File: config.mk
export PLATFORM = sky130hd
export DESIGN_NAME = a429_rx
export DESIGN_NICKNAME = d
export VERILOG_FILES = /design/src/rtl/a429_rx_pkg.sv /design/src/rtl/a429_rx_ctrl.sv /design/src/rtl/a429_rx_data.sv /design/src/rtl/a429_rx.sv
export SDC_FILE = /design/constraint.sdc
export NUM_CORES = 1
export LEC_CHECK = 0
export BUFFER_PORTS_ARGS = -buffer_cell sky130_fd_sc_hd__buf_2
export CORE_ASPECT_RATIO = 0.6
export CORE_UTILIZATION = 30
export DETAILED_ROUTE_END_ITERATION = 10
export GPL_ROUTABILITY_DRIVEN = 0
export PLACE_DENSITY = 0.5
export REMOVE_ABC_BUFFERS = 1
export SYNTH_ARGS = -nofsm -noshare
export SYNTH_HDL_FRONTEND = slang
export SYNTH_SLANG_ARGS = --single-unit
File: constraint.sdc
create_clock -name clk -period 4.32 [get_ports clk]
set_input_delay 0.432 -clock clk [delete_from_list [all_inputs] [get_ports clk]]
set_output_delay 0.432 -clock clk [all_outputs]
set_load 0.05 [all_outputs]
File: src/rtl/a429_rx_pkg.sv
package a429_rx_pkg;
  localparam int WORD_MAX   = 32;
  localparam int WORD_SHORT = 25;
  localparam int HALF_W     = WORD_MAX / 2;
  localparam int IDX_W      = $clog2(WORD_MAX);
  localparam int PAR_POS    = 8;

  typedef struct packed {
    logic             shift;
    logic             latch;
    logic             clear;
    logic             bitVal;
    logic [IDX_W-1:0] bitIdx;
  } rxStrobe_t;
endpackage

File: src/rtl/a429_rx_ctrl.sv
module a429_rx_ctrl
  import a429_rx_pkg::*;
#(
  parameter int BIT_CYCLES = 8
) (
  input  logic      clk,
  input  logic      rstN,
  input  logic      hiIn,
  input  logic      loIn,
  input  logic      len32,
  input  logic      rdEn,
  input  logic      selHalf,
  output rxStrobe_t strobe,
  output logic      dataReady
);
  localparam int GAP_LIMIT = 3 * BIT_CYCLES + 1;
  localparam int IDLE_W    = $clog2(GAP_LIMIT + 1);

  logic             hiQ, loQ, actQ, enQ, waitGap;
  logic [IDX_W-1:0] bitCnt;
  logic [IDLE_W-1:0] idleCnt;

  logic             lineAct, lineIdle, pulseStart, gapHit, takeBit, badSym, readDone, lastBit;
  logic [IDX_W-1:0] lastIdx;

  assign lineAct    = hiQ | loQ;
  assign lineIdle   = ~lineAct;
  assign pulseStart = lineAct & ~actQ;
  assign gapHit     = lineIdle && (idleCnt == IDLE_W'(GAP_LIMIT - 1));
  assign takeBit    = pulseStart & ~waitGap;
  assign badSym     = hiQ & loQ;
  assign readDone   = rdEn & selHalf & ~enQ;
  assign lastIdx    = len32 ? IDX_W'(WORD_MAX - 1) : IDX_W'(WORD_SHORT - 1);
  assign lastBit    = (bitCnt >= lastIdx);

  always_comb begin
    strobe        = '0;
    strobe.bitVal = hiQ;
    strobe.bitIdx = bitCnt;
    if (gapHit) begin
      strobe.clear = 1'b1;
    end else if (takeBit) begin
      if (badSym)       strobe.clear = 1'b1;
      else if (lastBit) strobe.latch = 1'b1;
      else              strobe.shift = 1'b1;
    end
  end

  always_ff @(posedge clk or negedge rstN) begin
    if (!rstN) begin
      hiQ     <= 1'b0;
      loQ     <= 1'b0;
      actQ    <= 1'b0;
      enQ     <= 1'b0;
      waitGap <= 1'b1;
      bitCnt  <= '0;
      idleCnt <= '0;
    end else begin
      hiQ  <= hiIn;
      loQ  <= loIn;
      actQ <= lineAct;
      enQ  <= rdEn;
      if (lineIdle) begin
        if (idleCnt != IDLE_W'(GAP_LIMIT)) idleCnt <= idleCnt + 1'b1;
      end else begin
        idleCnt <= '0;
      end
      if (gapHit) begin
        bitCnt  <= '0;
        waitGap <= 1'b0;
      end else if (takeBit) begin
        if (badSym) begin
          bitCnt  <= '0;
          waitGap <= 1'b1;
        end else if (lastBit) begin
          bitCnt <= '0;
        end else begin
          bitCnt <= bitCnt + 1'b1;
        end
      end
    end
  end

  always_ff @(posedge clk or negedge rstN) begin
    if (!rstN)             dataReady <= 1'b0;
    else if (strobe.latch) dataReady <= 1'b1;
    else if (readDone)     dataReady <= 1'b0;
  end

  p_latch_ready_r5: assert property (@(posedge clk) disable iff (!rstN)
    strobe.latch |=> dataReady);
  p_read_clear_r6: assert property (@(posedge clk) disable iff (!rstN)
    (rdEn && selHalf && !enQ && !strobe.latch) |=> !dataReady);
  p_abort_wait_r9: assert property (@(posedge clk) disable iff (!rstN)
    (takeBit && badSym) |=> (waitGap && bitCnt == '0));
  p_gap_reset_r8: assert property (@(posedge clk) disable iff (!rstN)
    gapHit |=> (!waitGap && bitCnt == '0));
endmodule

File: src/rtl/a429_rx_data.sv
module a429_rx_data
  import a429_rx_pkg::*;
(
  input  logic              clk,
  input  logic              rstN,
  input  rxStrobe_t         strobe,
  input  logic              parEven,
  input  logic              len32,
  input  logic              rdEn,
  input  logic              selHalf,
  output logic [HALF_W-1:0] rdData
);
  logic [WORD_MAX-1:0] acc, wordQ, newBit;
  logic                parAcc, parOk;
  logic [HALF_W-1:0]   lowHalf;

  assign newBit = WORD_MAX'(strobe.bitVal) << strobe.bitIdx;

  always_ff @(posedge clk or negedge rstN) begin
    if (!rstN) begin
      acc    <= '0;
      parAcc <= 1'b0;
      wordQ  <= '0;
      parOk  <= 1'b0;
    end else if (strobe.latch) begin
      wordQ  <= acc | newBit;
      parOk  <= parAcc ^ strobe.bitVal ^ parEven;
      acc    <= '0;
      parAcc <= 1'b0;
    end else if (strobe.clear) begin
      acc    <= '0;
      parAcc <= 1'b0;
    end else if (strobe.shift) begin
      acc    <= acc | newBit;
      parAcc <= parAcc ^ strobe.bitVal;
    end
  end

  always_comb begin
    lowHalf          = wordQ[HALF_W-1:0];
    lowHalf[PAR_POS] = parOk;
    if (!rdEn)        rdData = '0;
    else if (selHalf) rdData = wordQ[WORD_MAX-1:HALF_W];
    else              rdData = lowHalf;
  end

  p_short_upper_r2: assert property (@(posedge clk) disable iff (!rstN)
    (strobe.latch && !len32) |=> (wordQ[WORD_MAX-1:WORD_SHORT] == '0));
  p_hold_word_r7: assert property (@(posedge clk) disable iff (!rstN)
    !strobe.latch |=> $stable(wordQ));
endmodule

File: src/rtl/a429_rx.sv
module a429_rx
  import a429_rx_pkg::*;
#(
  parameter int BIT_CYCLES = 8
) (
  input  logic              clk,
  input  logic              rstN,
  input  logic              hiIn,
  input  logic              loIn,
  input  logic              len32,
  input  logic              parEven,
  input  logic              rdEn,
  input  logic              selHalf,
  output logic [HALF_W-1:0] rdData,
  output logic              dataReady
);
  rxStrobe_t strobe;

  a429_rx_ctrl #(.BIT_CYCLES(BIT_CYCLES)) ctrl (
    .clk(clk), .rstN(rstN), .hiIn(hiIn), .loIn(loIn), .len32(len32),
    .rdEn(rdEn), .selHalf(selHalf), .strobe(strobe), .dataReady(dataReady)
  );

  a429_rx_data data (
    .clk(clk), .rstN(rstN), .strobe(strobe), .parEven(parEven), .len32(len32),
    .rdEn(rdEn), .selHalf(selHalf), .rdData(rdData)
  );
endmodule

==> qor_table.md <==
| Step | Result | This run |
| --- | --- | --- |
| cts | Clock slew at reported path FFs | 0.06 ns |
| worst setup path | Crit end category | flop |
| sta | Total Negative Setup Slacks | 0 ns |
| placed design | Area post-placement | 4270 µm² |
| floorplan | Die span in x | 152 µm |
| logic synthesis | Dominant combinational cell family by area after synthesis | compound AO/OA/AOI/OAI gates |
| detailed routing | Met2 wire length | 3.72 mm |
| floorplan | I/O Pins | 25 |
| logic synthesis | Async set or reset register ratio after synthesis | 100% |
| cts | Worst-case clock buffer depth | 2 |
| cts | Cts bufs inserted | 9 |
| placed design | Worst setup timing slack at the placement stage | 1.22 ns |
| layout | Combined area of the multi-input logic cells | 1730 µm² |
| sta | Number of endpoints with negative hold slack in the final report | 0 |
| grt | Antenna violations before repair | 0 |
| grt | Total Routing Usage GR | 15.0% |
| worst setup path | Critical path type | reg2reg |
| sta | Final critical-path share of the clock period | 71.7% |
| detailed routing | Via count | 2902 |
| detailed routing | Wire length on met3 | 321 µm |
| logic synthesis | Xor/xnor cell area share of the yosys netlist | 1.30% |
| worst setup path | Cell with the largest stage delay on the worst path | sky130_fd_sc_hd__nor3b_2 |
| worst setup path | Chain of cells forming the critical path | inv_1, ha_1, nand2b_1, a211oi_2, nor3b_2, buf_4, mux2_2 |
| detailed routing | Length of routed wiring on met1 | 5.19 mm |
| floorplan | Overall die area | 13900 µm² |
| detailed routing | Length of the first detailed-routing pass in iterations | 5 |
| layout | Top library cells by usage in the layout, fill and taps aside | sky130_fd_sc_hd__dfrtp_1 (79), sky130_fd_sc_hd__a21oi_1 (48), sky130_fd_sc_hd__inv_1 (47), sky130_fd_sc_hd__mux2i_1 (43), sky130_fd_sc_hd__buf_2 (23) |
| layout | Proportion of layout cells with a drive suffix above 1 | 12.2% |
| grt | Wire length of the first global-routing pass | 15.6 mm |
| floorplan | Die Height | 91.8 µm |
| placed design | Count of input and output buffers | 24 |
| pwr | Sw frac | 32.8% |
| cts | Clock tree root driver cell | sky130_fd_sc_hd__clkbuf_16 |
| detailed routing | DRT antenna net count | 0 |
| layout | Area taken by flip-flops and latches | 2000 µm² |
| layout | Number of filler cells placed in the layout | 1377 |
| layout | Diodes inserted | 0 |
| detailed routing | Top Metal Used | met4 |
| logic synthesis | Synthesized flop and latch total | 80 |
| logic synthesis | Syn Area/Cell | 10.1 µm² |
| cts | Number of levels in the clock H-tree | 3 |
| sta | Worst Hold Margin | 0.195 ns |
| sta | Clock period minus final worst setup slack | 3.10 ns |
| logic synthesis | Dominant synthesized flop cell | sky130_fd_sc_hd__dfrtp_1 |
| cts | Number of sinks on the clock net | 80 |
| pwr | Seq pwr share | 41.1% |
| floorplan | Floorplan core area | 13000 µm² |
| pwr | Relative contribution of the clock network to total power | 33.4% |
| logic synthesis | Summed instance area of the synthesized netlist | 4030 µm² |
| sta | Worst Skew | 0.00526 ns |
| logic synthesis | Fraction of the mapped netlist area in simple logic gates | 9.96% |
| logic synthesis | Yosys warnings | 0 |
| layout | Total number of nets in the final design | 429 |
| sta | Worst slew margin | 28.8% |
| cts | Quantity of hold-fixing buffers added after cts | 0 |
| pwr | Power density of the placed cells | 558 nW/µm² |
| worst setup path | Required time of the critical path | 4.54 ns |
| floorplan | Initial standard-cell utilization of the core | 31.1% |
| cts | PostCTS Resize Cnt | 0 |
| detailed routing | Avg WL per Cell | 15.9 µm |
| grt | Via count of the first global-routing pass | 2822 |
| detailed routing | DR DRC count | 0 |
| cts | Insertion delay of the later-clocked pin in the worst-skew pair | 0.34 ns |
| layout | Post-route cell area | 4600 µm² |
| logic synthesis | Post-synth cell types | 42 |
| sta | Worst-margin pin slew | 1.06 ns |
| detailed routing | Final wirelength | 9.35 mm |
| sta | Number of failing setup endpoints in the final timing report | 0 |
| pwr | Overall power of the completed layout | 2.57 mW |
| grt | Overall overflow remaining after global route | 0 |
| logic synthesis | Area share of fa/ha/maj cells after synthesis | 2.17% |
| pwr | Cell Int Power | 1.73 mW |
| min path | Hold WC Path Type | in2reg |
| run status | Result of the run | finished clean |
| layout | P&R area growth vs syn | 14.1% |
| worst setup path | Startpoint class of the critical path | flop |
| pwr | Static Leak | 2.08 nW |
| sta | Final count of pins violating max slew | 0 |
| logic synthesis | Share of cell area taken by muxes after synthesis | 12.1% |
| worst setup path | Biggest fanout along the worst timing path | 23 |
| logic synthesis | Share of the yosys chip area belonging to registers | 49.7% |
| detailed routing | Drt initial violations | 186 |
| run | Max cap viols | 0 |
| detailed routing | Routed via count divided by cell count | 4.93 |
| worst setup path | Arrival time at the worst endpoint | 3.32 ns |
| pwr | Combinational cell fraction of total power | 25.5% |
| sta | Max Fclk | 0.323 GHz |
| logic synthesis | Fraction of the mapped netlist area in compound gates | 17.1% |
| logic synthesis | Syn Inst Count | 401 |
| cts | Number of setup buffers added after CTS | 0 |
| pwr | Worst vdd rail ir drop | 0.254 mV |
| sta | Minimum setup slack in the final design | 1.22 ns |
| grt | Largest net degree at the start of global routing | 81 |
| floorplan | Row count | 32 |
| cts | TritonCTS clock tree | done |
| logic synthesis | Post-synth EDFFs | 0 |
| layout | Most common cell after layout, fill and taps aside | sky130_fd_sc_hd__dfrtp_1 |
| worst setup path | Worst stage delay on the critical path | 0.91 ns |
| placed design | Detailed-placement wirelength estimate | 6.04 mm |
| pwr | Switching Power | 0.843 mW |
| sta | Unrepaired setup endpoints after global routing | false |
## sequential cells by signal (all words and copies together), names as in the netlist
signal	count
ctrl.actQ	1
ctrl.bitCnt	5
ctrl.dataReady	1
ctrl.enQ	1
ctrl.hiQ	1
ctrl.idleCnt	5
ctrl.loQ	1
ctrl.waitGap	1
data.acc	31
data.parAcc	1
data.parOk	1
data.wordQ	31
## Yosys cell counts, types with 2 or more instances
master / number / area (µm²)
sky130_fd_sc_hd__dfrtp_1: 79 / 1980
sky130_fd_sc_hd__a21oi_1: 48 / 240
sky130_fd_sc_hd__inv_1: 47 / 176
sky130_fd_sc_hd__mux2i_1: 43 / 430
sky130_fd_sc_hd__nor2b_1: 20 / 125
sky130_fd_sc_hd__a31oi_1: 18 / 113
sky130_fd_sc_hd__nor2_1: 17 / 63.8
sky130_fd_sc_hd__clkbuf_1: 15 / 56.3
sky130_fd_sc_hd__nand2_1: 14 / 52.6
sky130_fd_sc_hd__o21ai_0: 12 / 60.1
sky130_fd_sc_hd__a22oi_1: 10 / 75.1
sky130_fd_sc_hd__o2111ai_1: 9 / 78.8
sky130_fd_sc_hd__buf_2: 7 / 35.0
sky130_fd_sc_hd__ha_1: 7 / 87.6
sky130_fd_sc_hd__nand2b_1: 6 / 37.5
sky130_fd_sc_hd__a32oi_1: 5 / 43.8
sky130_fd_sc_hd__nand3_1: 5 / 25.0
sky130_fd_sc_hd__xnor2_1: 4 / 35.0
sky130_fd_sc_hd__mux2_2: 3 / 33.8
sky130_fd_sc_hd__nor3_1: 3 / 15.0
sky130_fd_sc_hd__nor3b_1: 3 / 22.5
sky130_fd_sc_hd__buf_6: 2 / 22.5
sky130_fd_sc_hd__mux2_1: 2 / 22.5
sky130_fd_sc_hd__o211ai_1: 2 / 15.0
sky130_fd_sc_hd__o22ai_1: 2 / 12.5
sky130_fd_sc_hd__xor2_1: 2 / 17.5
## routing by layer
layer	track usage, %	vias up
li1	-	1425
met5	0	-
met4	4.87	0
met3	4.18	13
met1	23.3	1419
met2	19.3	45
## power groups by stage
stage	Sequential (mW)	Clock, mW	Combinational [mW]
after global routing	1.08	0.913	0.732
after CTS	1.06	0.881	0.662
after detailed placement	1.07	0	0.656
final	1.06	0.858	0.655
after floorplan	1.05	0	0.495
after global placement	1.06	0	0.648
## area by class of cell
| type | instances | share of cell area (%) |
|---|---|---|
| Sequential cell | 80 | 43.5 |
| Timing Repair Buffer | 28 | 3.32 |
| Clock buffer | 12 | 5.14 |
| Multi-Input combinational cell | 248 | 37.5 |
| Tap cell | 170 | 4.62 |
| Clock inverter | 4 | 2.07 |
| Inverter | 47 | 3.83 |
## worst paths after layout
path | start | endpoint | slack (ns) | cells past startpoint
max reg2reg | ctrl.bitCnt[0]$_DFFE_PN0P_ | data.wordQ[26]$_DFFE_PN0N_ | 1.22 | 7
min reg2reg | data.wordQ[30]$_DFFE_PN0N_ | data.wordQ[30]$_DFFE_PN0N_ | 0.50 | 1
min in group asynchronous | rstN | data.wordQ[23]$_DFFE_PN0N_ | 0.28 | 1
max in group asynchronous | rstN | data.wordQ[20]$_DFFE_PN0N_ | 3.40 | 1
max | ctrl.bitCnt[0]$_DFFE_PN0P_ | data.wordQ[26]$_DFFE_PN0N_ | 1.22 | 7
min | loIn | ctrl.loQ$_DFF_PN0_ | 0.20 | 1
## worst max-delay path: cells and delay by family (launching register included)
kind	cells	cell delay, ns
adders and majority gates	1	0.28
DFF	1	0.43
muxes	1	0.38
buffers and inverters	2	0.63
and+or+nand+nor	2	1.02
AOI/OAI and AO/OA	1	0.23
## stage by stage
step,util [%],instances
2_1_floorplan,-,375
3_3_place_gp,32.9,573
3_5_place_dp,32.9,573
4_1_cts,35.5,589
5_1_grt,35.5,589
6_report,35.5,589
## cells by family (layout without fill, tap and decap cells)
kind of cell | Yosys count | count (layout)
AND/OR/NAND/NOR | 75 | 75
flip-flops | 80 | 80
adder cells (fa/ha/maj) | 7 | 7
multiplexers | 48 | 48
buffers and inverters | 73 | 91
AO/OA/AOI/OAI | 112 | 112
XOR/XNOR | 6 | 6
Note: power is estimated with default switching activity, not from simulation.
